[src/rtl/mdio_cmd_ctrl.sv]
module mdio_cmd_ctrl #(
  parameter int         CLK_DIV     = 10,
  parameter logic [4:0] DEFAULT_PHY = 5'd0
) (
  input  logic        clk,
  input  logic        rst_n,
  input  logic        reg_wr,
  input  logic [31:0] reg_wdata,
  output logic [31:0] reg_rdata,
  output logic        mdc,
  output logic        mdio_o,
  output logic        mdio_oe,
  input  logic        mdio_i
);
  localparam int DW       = (CLK_DIV > 1) ? $clog2(CLK_DIV) : 1;
  localparam int LAST_BIT = 63;
  localparam int TA_HI    = 46;
  localparam int TA_LO    = 47;

  logic [15:0]   data_q, rx_q;
  logic [4:0]    phy_q, reg_q;
  logic [1:0]    op_q;
  logic          busy_q, nvalid_q, mdc_q, oe_q;
  logic [63:0]   tx_q;
  logic [5:0]    bit_q;
  logic [DW-1:0] div_q;

  wire op_ok   = (reg_wdata[1:0] == 2'b01) || (reg_wdata[1:0] == 2'b10);
  wire accept  = reg_wr && !busy_q && op_ok;
  wire tick    = (div_q == DW'(CLK_DIV - 1));
  wire is_read = (op_q == 2'b10);
  wire new_rd  = (reg_wdata[1:0] == 2'b10);

  assign reg_rdata = {data_q, phy_q, reg_q, 1'b0, nvalid_q, busy_q, 1'b0, op_q};
  assign mdc       = mdc_q;
  assign mdio_o    = tx_q[63];
  assign mdio_oe   = oe_q;

  always_ff @(posedge clk) begin
    if (!rst_n) begin
      data_q   <= '0;
      rx_q     <= '0;
      phy_q    <= DEFAULT_PHY;
      reg_q    <= '0;
      op_q     <= '0;
      busy_q   <= 1'b0;
      nvalid_q <= 1'b0;
      mdc_q    <= 1'b0;
      oe_q     <= 1'b0;
      tx_q     <= '0;
      bit_q    <= '0;
      div_q    <= '0;
    end else if (accept) begin
      data_q   <= reg_wdata[31:16];
      phy_q    <= reg_wdata[15:11];
      reg_q    <= reg_wdata[10:6];
      op_q     <= reg_wdata[1:0];
      busy_q   <= 1'b1;
      nvalid_q <= 1'b0;
      mdc_q    <= 1'b0;
      oe_q     <= 1'b1;
      bit_q    <= '0;
      div_q    <= '0;
      tx_q     <= {32'hFFFF_FFFF, 2'b01, reg_wdata[1:0], reg_wdata[15:11], reg_wdata[10:6],
                   new_rd ? 2'b11 : 2'b10, new_rd ? 16'hFFFF : reg_wdata[31:16]};
    end else if (busy_q) begin
      if (tick) begin
        div_q <= '0;
        mdc_q <= ~mdc_q;
        if (!mdc_q) begin
          if (is_read && bit_q == 6'(TA_LO) && mdio_i) nvalid_q <= 1'b1;
          if (is_read && bit_q > 6'(TA_LO)) rx_q <= {rx_q[14:0], mdio_i};
        end else if (bit_q == 6'(LAST_BIT)) begin
          busy_q <= 1'b0;
          oe_q   <= 1'b0;
          if (is_read) data_q <= rx_q;
        end else begin
          bit_q <= bit_q + 6'd1;
          tx_q  <= {tx_q[62:0], 1'b0};
          if (is_read && bit_q == 6'(TA_HI - 1)) oe_q <= 1'b0;
        end
      end else begin
        div_q <= div_q + DW'(1);
      end
    end
  end
endmodule

[config.mk]
export PLATFORM = sky130hd
export DESIGN_NAME = mdio_cmd_ctrl
export DESIGN_NICKNAME = d
export VERILOG_FILES = /design/src/rtl/mdio_cmd_ctrl.sv
export SDC_FILE = /design/constraint.sdc
export NUM_CORES = 1
export LEC_CHECK = 0
export ABC_AREA = 1
export BUFFER_PORTS_ARGS = -buffer_cell sky130_fd_sc_hd__buf_2
export CORE_ASPECT_RATIO = 2
export CORE_UTILIZATION = 57
export CTS_CLUSTER_SIZE = 28
export DETAILED_ROUTE_END_ITERATION = 8
export MAX_ROUTING_LAYER = met4
export PLACE_DENSITY = 0.83
export SKIP_CTS_REPAIR_TIMING = 1
export SYNTH_ARGS = -nofsm -noshare
export SYNTH_HDL_FRONTEND = slang
export SYNTH_SLANG_ARGS = --single-unit
[constraint.sdc]
create_clock -name clk -period 2.1 [get_ports clk]
set_clock_uncertainty 0.15 [all_clocks]
set_input_delay 0.105 -clock clk [delete_from_list [all_inputs] [get_ports clk]]
set_output_delay 0.105 -clock clk [all_outputs]
set_load 0.005 [all_outputs]
==> results of run 1 <==
## cells by family (layout without fill, tap and decap cells)
kind of cell,Yosys count,in the layout,synth area share (%)
AO/OA/AOI/OAI,120,120,12.0
XOR/XNOR,3,3,0.520
adder cells (fa/ha/maj),3,3,0.742
buffers and inverters,81,179,7.42
flip-flops,122,122,48.3
other,1,2,0.0741
AND/OR/NAND/NOR,386,386,31.0
## cell usage in the layout (no fill, tap or decap), types with 2 or more instances in the layout
| master | Yosys | final |
|---|---|---|
| nand2_1 | 173 | 173 |
| nor2_1 | 155 | 155 |
| dfxtp_1 | 122 | 122 |
| buf_2 | 15 | 64 |
| a21oi_1 | 55 | 55 |
| nand3_1 | 39 | 39 |
| inv_1 | 32 | 32 |
| o21ai_0 | 32 | 32 |
| o21ai_1 | 30 | 30 |
| dlygate4sd3_1 | 0 | 29 |
| clkbuf_16 | 0 | 17 |
| buf_4 | 12 | 15 |
| clkinv_2 | 0 | 6 |
| inv_2 | 4 | 4 |
| nor3_1 | 4 | 4 |
| clkbuf_1 | 15 | 4 |
| nand2_2 | 5 | 3 |
| nand3b_1 | 3 | 3 |
| xor2_1 | 3 | 3 |
| ha_1 | 3 | 3 |
| bufinv_16 | 0 | 3 |
| nor3_4 | 1 | 2 |
| nand2_4 | 0 | 2 |
| conb_1 | 1 | 2 |
| clkbuf_8 | 0 | 2 |
| buf_12 | 0 | 2 |
## critical path, cell delays in order (launching register included)
cell and delay (ns):
dfxtp_1 0.54, nor3_4 0.10, inv_2 0.12, buf_4 0.21, nand2_1 0.32, o21bai_1 0.27, a21oi_1 0.12
## area by class of cell
type	instances	area, sq um
Inverter	37	139
Tap cell	100	125
Fill cell	627	2270
Clock inverter	9	120
Sequential cell	122	2440
Timing Repair Buffer	110	763
Multi-Input combinational cell	514	2260
Clock buffer	23	468
## worst max-delay path by stage
stage / cells past startpoint / endpoint
2_1_floorplan: 7 / data_q[5]
3_3_place_gp: 9 / bit_q[1]
3_5_place_dp: 7 / tx_q[8]
4_1_cts: 7 / tx_q[20]
5_1_grt: 7 / bit_q[0]
6_report: 6 / bit_q[1]
## per-layer routing
metal / GRT usage (%) / vias to the layer above / wire length, microns
li1: - / 2440 / -
met1: 31.5 / 2299 / 4940
met2: 50.5 / 192 / 6730
met3: 8.33 / 59 / 750
met4: 15.0 / 0 / 648
met5: - / - / 0
## through the flow
stage,utilization [%],area [sq um],worst slack (ns),hold WS (ns),cells
finish,73.6,6320,0.192,0.0181,915
CTS,70.1,6020,0.138,-0.170,886
global route,73.6,6320,0.0640,0.0358,915
floorplan,-,5060,0.423,0.119,717
detailed placement,63.2,5430,0.162,0.258,854
global placement,63.2,5430,0.169,0.255,854
## state kept, by name, summed over array words and instances (netlist names), 2 cells and up
name	flops
bit_q	6
data_q	16
div_q	4
op_q	2
phy_q	5
reg_q	5
rx_q	16
tx_q	64
## power by group through the flow
| stage | clock (mW) | sequential [mW] | combinational [mW] |
|---|---|---|---|
| 5_1_grt | 3.05 | 2.55 | 0.626 |
| 6_report | 2.92 | 2.53 | 0.556 |
| 2_1_floorplan | 0 | 2.56 | 0.352 |
| 4_1_cts | 2.92 | 2.53 | 0.507 |
| 3_5_place_dp | 0 | 2.57 | 0.501 |
| 3_3_place_gp | 0 | 2.57 | 0.483 |
==> results.txt, run 1 <==
The H-tree depth is 4. Routability-driven placement finished with a final weighted congestion of 0.853. The clock reaches the later pin of the worst-skew pair after 0.41 ns.

The number of DRC markers in iteration 0 is 356. The number of maximum-capacitance violations came out at 0. Counting instances in the post-synthesis netlist gives the leading cell types as nand2_1 (173), nor2_1 (155), dfxtp_1 (122). The worst hold path terminates at tx_q[35]. In this run the worst hold path is classified as in2reg. The floorplan core area is 8590 sq um.

The power density over cell area is 951 nW/um^2. By startpoint and endpoint, the worst setup path is classified as reg2reg. The count of unresolved DRC violations after routing is 0. The repair_antennas step left the layout with diodes totalling 0. The starting density of the core came out at 58.9%.

The pre-antenna-repair detailed-routing pass consisted of 5 iterations. The largest fanout on the critical path came out at 13. Clock-pin slew was measured on the worst setup and hold paths at 0.05 ns. The CTS buffer count came out at 17. The final count of negative-setup-slack endpoints is 0. The number of global-route vias before repair came out at 4,738. The number of nets with antenna violations after detailed routing came out at 0.

In the final layout, the share of cells above drive strength 1 is 15.1%. The internal power of the cells totals 4.60 mW. The number of endpoints with negative hold slack in the final report came out at 0. Synthesis produced 716 cells. The endpoint required time on the critical path is 2.29 ns. The routed layout has 4,990 vias. The proportion of total power due to net switching came out at 23.4%.

The number of standard-cell rows in the floorplan came out at 48. The first global-routing pass estimated 20,500 microns of wire. The sum of negative setup slack came out at 0 ns.

Of all flip-flops after synthesis, the portion carrying an async set or reset was 0%. Across the VDD grid, the largest voltage drop is 0.659 mV. The flow ran to the end, and the final reports show no timing, DRC or antenna violations. The type of element capturing the critical path is a flop.

The total routing usage reported by global routing is 30.3%. The most used flip-flop cell after synthesis is dfxtp_1. The wire length per cell came out at 14.3 microns.

The clock net sink count came out at 122. Setup repair after global routing left no endpoint under its margin. TritonCTS built the clock tree. The setup slack of the most critical reg-to-reg path is 0.19 ns. In the final design database the tool counted 841 nets. The routed via count divided by cell count is 5.45. The final max-slew violation count came out at 0. The worst reg-to-reg path cell count came out at 6. STA classifies the critical path startpoint as a flop. The mapped netlist covers 5060 sq um. Dividing the synthesized area by the synthesized cell count gives 7.07 sq um.

In this run the horizontal extent of the chip is 68.6 microns. By area the synthesized netlist is led by dfxtp_1 (48%), nand2_1 (13%), nor2_1 (12%). The clock passes through at most 2 buffers. The highest clock frequency the design can meet came out at 524 MHz. Counting flops with a built-in enable in the synthesized netlist gives 0. The share of total power dissipated in combinational logic is 9.3%. The root buffer cell chosen for the clock tree is clkbuf_16. The source of the worst register-to-register timing path is busy_q.

The height of the die is 135 microns. The analysis attributes to net switching a power of 1.41 mW. After legalization and detailed placement, the total HPWL measured 8190 microns.

Summed over all cells, the static leakage comes to 2.82 nW. The die area came out at 9280 sq um. The fraction of the cycle the final worst path needs is 90.8%. The startpoint identified for the worst hold timing path is rst_n. The number of top-level pins is 71. Sequential cells burn 42.2% of the power.

dfxtp_1 takes more of the synthesized area than any other cell. The power after layout is 6.01 mW. The number of synthesis warnings is 0.

The worst hold path depth is 4. The power share of the clock group is 48.6%. The final global-route overflow total is 0.

The post-synthesis register bit count is 122. The total length of routed wires is 13,100 microns. Yosys instantiated no cell more often than nand2_1.

The sequential share of the synthesized area came out at 48.3%. The endpoint identified for the worst register-to-register timing path is bit_q[1]. The pin count of the biggest net entering global routing is 51.

The arrival time of the worst setup path is 2.09 ns. The initial antenna violation count is 0. The post-synthesis cell type count came out at 31. Counting I/O delays and the setup requirement, the final critical path takes 1.91 ns. Tracing the worst setup path back leads to its startpoint at busy_q. The signed area change from the synthesized netlist to the final layout is 24.9%. The share of synthesized area in the top cell type comes to 48.3%.

The number of port buffers came out at 64.
Note: power is estimated with default switching activity, not from simulation.
==> run 2, diff against run 1 <==
--- a/config.mk
+++ b/config.mk
@@ -5,7 +5,6 @@
 export SDC_FILE = /design/constraint.sdc
 export NUM_CORES = 1
 export LEC_CHECK = 0
-export ABC_AREA = 1
 export BUFFER_PORTS_ARGS = -buffer_cell sky130_fd_sc_hd__buf_2
 export CORE_ASPECT_RATIO = 2
 export CORE_UTILIZATION = 57
==> run 2 against run 1 <==
Sequential power about the same. First-iteration DRC count grew 51%. Largest power group unchanged. Clock power increased by 4%. Sequential share of layout area decreased by 1.1 points. Cell count fell by 11%. Sequential cell count did not move. Critical path depth down 2. Synthesized area up 2.0%. Die area grew 2.0%. Utilization is 1.1 points higher.
==> results.txt, run 2 <==
The starting density of the core came out at 59.3%. The number of top-level pins is 71. The pin count of the biggest net entering global routing is 64. Synthesis inferred 122 register bits. Across the VDD grid, the largest voltage drop is 0.658 mV. Sorting the synthesized cells by how often they occur yields dfxtp_1 (122), nand2_1 (110), nor2_1 (47). The count of unresolved DRC violations after routing came out at 0. The combinational cell fraction of total power is 7.9%. The worst setup path is captured at a flop.

The power density over cell area is 929 nW/um^2. The signed area change from the synthesized netlist to the final layout came out at 26.0%. The sequential cell fraction of total power is 41.9%. The clock-pin slew on the worst setup and hold paths is 0.06 ns. The worst setup path is of the reg2reg kind.

The top cell type by area accounts for 47.3% of the synthesized area. The worst hold path depth came out at 4. The relative max-transition margin is 25.8%.

The total length of routed wires is 14,300 microns. The total area inside the core boundary comes to 8710 sq um. The arrival time of the worst setup path came out at 2.21 ns. Counting cells, the worst reg-to-reg path comes to 4. The worst slack after detailed placement came out at -0.0642 ns. The number of maximum-capacitance violations came out at 0. Once detailed placement completed, the half-perimeter wirelength came to 8140 microns. The H-tree depth is 4. The number of DRC markers in iteration 0 came out at 539.

The number of enable flip-flop cells after synthesis came out at 0. The post-synthesis cell type count is 43. The routed layout has 5,101 vias. The CTS buffer count is 17. In this run the vertical extent of the chip is 137 microns. The worst-case setup margin in the final layout came out at 0.0713 ns.

The largest registers in the layout are tx_q x64, data_q x16, rx_q x16. The die width came out at 69.3 microns. The highest clock frequency the design can meet is 493 MHz. Leaving out fill and tap cells, the most frequent cells in the layout are dfxtp_1 (121), nand2_1 (109), buf_2 (64). The final critical delay including setup and external delays came out at 2.03 ns. The first-pass iteration count of the detailed router came out at 5. The flip-flop count of the largest register after layout came out at 64.

The leakage component of the power is 2.48 nW. The later-pin clock latency in the skew report is 0.42 ns. After the flow finishes, the layout carries non-filler instances totaling 814. The antenna diode count is 0. The slew of the pin with the lowest slew margin came out at 1.11 ns.

The sequential share of the synthesized area came out at 47.3%. Cells fill 74.7% of the core in the end. TritonCTS built the clock tree. The initial antenna violation count came out at 0. The first global-routing pass estimated 21,700 microns of wire. The endpoint required time on the critical path is 2.28 ns. Summing all placed instances gives a cell area of 5570 sq um. The final global-route overflow total is 0. Summed over all instances, the cell type with the most area after synthesis is dfxtp_1. The number of endpoints with negative hold slack in the final report was 0. The die area is 9460 sq um.

Internal power comes to 4.67 mW. The library cell used most frequently in the layout, excluding fill and tap cells, is dfxtp_1. Of the total power, the share spent switching nets is 22.6%.

No sink is reached through more buffers than the 2 on the longest clock path. The clock net sink count came out at 122. The fraction of registers with async set/reset came out at 0%. The setup check on the worst reg-to-reg path leaves a slack of 0.07 ns.

The layout has 587 filler cells. The placed instance count is 753. The number of global-route vias before repair came to 4,717. Averaged over all synthesized cells, the footprint is 8.23 sq um.

The fraction of the cycle the final worst path needs is 96.6%. In the final routed layout, each cell accounts on average for 17.5 microns. In this run the remaining antenna-violating nets after routing total 0.

The weighted congestion at the end of routability-driven global placement is 0.962. The worst register-to-register path begins at busy_q. The number of standard-cell rows in the floorplan came out at 48. The power share of the clock group is 50.3%. The final max-slew violation count was 0. The endpoint identified for the worst register-to-register timing path is data_q[8]. The capture endpoint of the worst hold path is tx_q[28].

The worst hold path begins at reg_wr. The run finished with clean final reports. The synthesized netlist occupies a cell area of 5160 sq um. The root buffer cell chosen for the clock tree is clkbuf_16. The largest fanout on the critical path is 52. The worst setup path is launched from a flop. The switching power came out at 1.37 mW. The commonest register cell after synthesis is dfxtp_1. The number of cells produced by synthesis is 627.

The total routing usage reported by global routing came out at 29.6%. The number of synthesis warnings came out at 0. The tightest min-delay check is of the in2reg type. The most common cell in the netlist is dfxtp_1. Port buffering added 64 buffers. The share of post-route cells with drive strength above 1 is 18.5%. Counting flops per register, the top entry is tx_q.

Using the TritonRoute via totals, the vias-per-cell ratio works out to 6.27. After synthesis, the cell types taking the most area are dfxtp_1 (47%), nand2_1 (8.0%), a211oi_1 (5.4%). Summing all non-filler instances in the final layout gives an area of 6500 sq um. The number of nets in the layout came out at 741. Setup violations remaining at the end of the flow were counted as 0.
[run 2: changes by cell type after synthesis, moves of 7 or more]
cell | previous run | this run
or3_1 | 0 | 13
o21ai_1 | 30 | 0
inv_1 | 32 | 4
o211ai_1 | 0 | 36
buf_2 | 15 | 8
nor2_1 | 155 | 47
a211oi_1 | 0 | 37
nand4_1 | 1 | 13
a21oi_1 | 55 | 23
nand2_1 | 173 | 110
o311ai_0 | 0 | 10
clkbuf_1 | 15 | 39
nor3_1 | 4 | 38
[run 2: layout make-up]
| class | instances | area, sq um | share of cell area (%) |
|---|---|---|---|
| Sequential cell | 122 | 2440 | 37.6 |
| Tap cell | 100 | 125 | 1.92 |
| Multi-Input combinational cell | 437 | 2400 | 36.9 |
| Clock inverter | 7 | 113 | 1.73 |
| Clock buffer | 24 | 502 | 7.71 |
| Inverter | 4 | 15.0 | 0.231 |
| Timing Repair Buffer | 120 | 906 | 13.9 |
[run 2: metrics by stage]
stage          power [mW]  setup TNS, ns  hold WS [ns]
6_report             6.04              0        0.0268
5_1_grt              6.21        -0.0224        0.0497
4_1_cts              5.99              0        -0.239
3_5_place_dp         2.99         -0.811         0.195
3_3_place_gp         2.97              0         0.185
2_1_floorplan        2.82              0        0.0812
[run 2: power by group through the flow]
stage                     registers [mW]  clock network, mW  logic, mW
after global routing                2.54               3.15      0.524
after CTS                           2.52               3.04      0.426
after global placement              2.56                  0      0.403
after detailed placement            2.57                  0      0.418
final                               2.53               3.04      0.476
after floorplan                     2.56                  0      0.268
[run 2: critical path: stages, from the launching register on]
cell	delay [ns]
dfxtp_2	0.38
nor3b_2	0.09
nor2_4	0.83
nand2_1	0.20
o211ai_1	0.26
[run 2: how the worst max path moves through the flow]
stage	to	slack, ns	startpoint	cells past startpoint
6_report	data_q[8]	0.07	busy_q	4
5_1_grt	data_q[8]	-0.02	busy_q	4
4_1_cts	tx_q[40]	0.02	bit_q[1]	7
3_5_place_dp	tx_q[57]	-0.06	reg_wdata[0]	7
3_3_place_gp	tx_q[28]	0.03	reg_wdata[0]	7
2_1_floorplan	bit_q[2]	0.23	bit_q[0]	8
[run 2: logic make-up after synthesis]
group                      share of synthesized area, %
buffers and inverters                              6.74
DFF                                                47.3
xor gates and xnor gates                          0.509
muxes                                             0.194
adders and majority gates                         0.728
other                                            0.0727
AOI/OAI and AO/OA                                  19.2
and+or+nand+nor                                    25.2
[run 2: routing by layer]
metal | wire, microns | global-route usage [%] | vias up
met5 | 0 | - | -
met4 | 484 | 15.3 | 0
met2 | 7630 | 51.2 | 220
li1 | - | - | 2387
met1 | 5430 | 31.3 | 2442
met3 | 711 | 6.85 | 52
==> run 3, diff against run 2 <==
--- a/config.mk
+++ b/config.mk
@@ -5,8 +5,9 @@
 export SDC_FILE = /design/constraint.sdc
 export NUM_CORES = 1
 export LEC_CHECK = 0
+export ABC_CLOCK_PERIOD_IN_PS = 2100
 export BUFFER_PORTS_ARGS = -buffer_cell sky130_fd_sc_hd__buf_2
-export CORE_ASPECT_RATIO = 2
+export CORE_ASPECT_RATIO = 1.25
 export CORE_UTILIZATION = 57
 export CTS_CLUSTER_SIZE = 28
 export DETAILED_ROUTE_END_ITERATION = 8
==> constraint.sdc (replaced) <==
create_clock -name clk -period 2.1 [get_ports clk]
set_clock_uncertainty 0.15 [all_clocks]
set_input_delay 0.315 -clock clk [delete_from_list [all_inputs] [get_ports clk]]
set_output_delay 0.315 -clock clk [all_outputs]
set_load 0.005 [all_outputs]
==> run 3 against run 2 <==
Register-to-register slack better by 0.03 ns. Cell count up 3.4%. Sequential power about the same. Critical path depth up 2. Hold slack worse by 0.014 ns. Global-route usage up 0.91 points. Combinational power up 4.2%. Sequential share of layout area up 0.43 points.
==> results.txt, run 3 (same netlist as run 2, synthesis figures left out) <==
The final count of negative-setup-slack endpoints came out at 0. The die width is 87.1 microns. tx_q holds more flip-flops than any other register.

Counting the fill cells in the layout gives 643. The run finished with clean final reports. The number of DRC markers in iteration 0 is 497.

The cell at the root of the clock tree is clkbuf_8. The largest registers in the layout are tx_q x64, data_q x16, rx_q x16. TritonCTS built the clock tree. The first-pass iteration count of the detailed router came out at 5.

The relative max-transition margin is 29.0%. The initial utilization of the core area, before any placement, comes to 59.0%. For the worst setup path, the data arrival time is 2.24 ns. The congestion estimate from routability-driven global placement came to 0.864. After detailed routing, the number of vias per cell comes to 6.04. The first global-routing pass estimated 21,800 microns of wire.

The register with the most flip-flops in the layout has 64 of them. The slew of the pin with the lowest slew margin came out at 1.06 ns. In this run the most critical hold path is launched from reg_wdata[0]. Of the cells placed in the final design, the portion with a size suffix greater than 1 is 19.3%.

The later-pin clock latency in the skew report came out at 0.53 ns. For hold timing, the worst endpoint is tx_q[28]. The highest clock frequency the design can meet is 499 MHz.

The number of top-level pins came out at 71. The worst path uses 95.4% of the clock period. The number of endpoints with negative hold slack in the final report is 0. The height of the die came out at 108 microns. The worst register-to-register path begins at bit_q[0]. The area growth from synthesis to layout is 24.6%.

Entering global routing, the biggest net connects 53 pins. The worst min-delay path category is in2reg. The H-tree depth is 4.

The power density over cell area came out at 869 nW/um^2. The placed instance count came out at 780. The post-route non-filler standard cell count is 842. The setup slack of the most critical reg-to-reg path is 0.1 ns. The final max-slew violation count came out at 0.

Of all nets on the critical path, the largest fanout is 20. STA classifies the critical path endpoint as a flop. The number of maximum-capacitance violations is 0.

The maximum resistive drop on vdd is 0.733 mV. The count of unresolved DRC violations after routing came out at 0. The placed wire-length estimate is 8120 microns. In this run the standard cell core region covers 8750 sq um. In this run the critical register-to-register path is captured at tx_q[10]. The worst hold margin came out at 0.0123 ns. The final global-route overflow total is 0. The kind of launch point of the worst setup path is a flop. The clock net sink count is 122.

The final critical delay including setup and external delays came out at 2.00 ns. For this block, the via count after detailed routing is 5,085. The number of global-route vias before repair came out at 4,598. Clock-pin slew was measured on the worst setup and hold paths at 0.06 ns.

By startpoint and endpoint, the worst setup path is classified as reg2reg. The leakage component of the power came out at 2.44 nW. Setup repair after global routing left no endpoint under its margin.

The number of port buffers came out at 64. For this run, the total global-route usage over all layers was measured as 30.6%. Once detail routing completed, the nets flagged for antenna violations numbered 0. The wire length per cell is 16.8 microns. The CTS buffer count is 17.

Leaving out fill and tap cells, the most frequent cell in the layout is dfxtp_1. The worst reg-to-reg path cell count is 6. In the layout the commonest cells are dfxtp_1 (122), nand2_1 (110), buf_2 (64). The longest clock path from root to sink contains 2 buffers. The die covers 9440 sq um. The endpoint required time on the critical path came out at 2.34 ns. The initial antenna violation count was 1. For this run, the post-layout net count is 747. The total length of routed wires is 14,100 microns.

The floorplan has 38 rows. Counting instances, the worst hold path has a depth of 4.
-- run 3: critical path, stage by stage (launching register included) --
cell	delay, ns
dfxtp_1	0.34
ha_1	0.21
and4_4	0.26
and2_4	0.20
nor2_1	0.06
buf_4	0.21
o311ai_0	0.42
-- run 3: how the worst max path moves through the flow --
stage                      start       end  depth (start not counted)
floorplan           reg_wdata[0]  bit_q[5]                          7
global placement    reg_wdata[0]  tx_q[25]                          7
detailed placement  reg_wdata[1]  tx_q[29]                          6
CTS                     bit_q[0]  tx_q[53]                          7
global route            bit_q[0]  tx_q[54]                          7
finish                  bit_q[0]  tx_q[10]                          6
-- run 3: area by class of cell --
class	instances	area (sq um)	share of cell area [%]
clock inverter	14	100	1.56
inverter	4	15.0	0.234
multi-input combinational	438	2400	37.4
sequential	122	2440	38.0
timing repair buffer	125	886	13.8
antenna	1	2.50	0.0389
tap	120	150	2.34
clock buffer	18	428	6.66
-- run 3: report_power, final --
group	internal, mW	leakage [nW]	switching (mW)
sequential	2.45	0.997	0.0706
clock	1.48	0.245	1.09
combinational	0.218	1.19	0.278
total	4.15	2.44	1.44
-- run 3: layer usage --
layer	vias to the layer above	global-route usage (%)	wire length (microns)
li1	2401	-	-
met1	2386	37.1	5710
met2	256	48.9	6930
met3	42	7.94	1110
met4	0	11.1	347
met5	-	-	0
-- run 3: through the flow --
stage                     area (sq um)  worst slack [ns]  total power [mW]  utilization [%]  setup TNS (ns)
after global placement            5610            -0.149              2.98             64.1           -3.50
after global routing              6430            0.0288              5.78             73.5               0
final                             6430            0.0970              5.59             73.5               0
after detailed placement          5610            -0.229              3.00             64.1           -6.63
after floorplan                   5160             0.157              2.82                -               0
after CTS                         6140             0.100              5.54             70.2               0
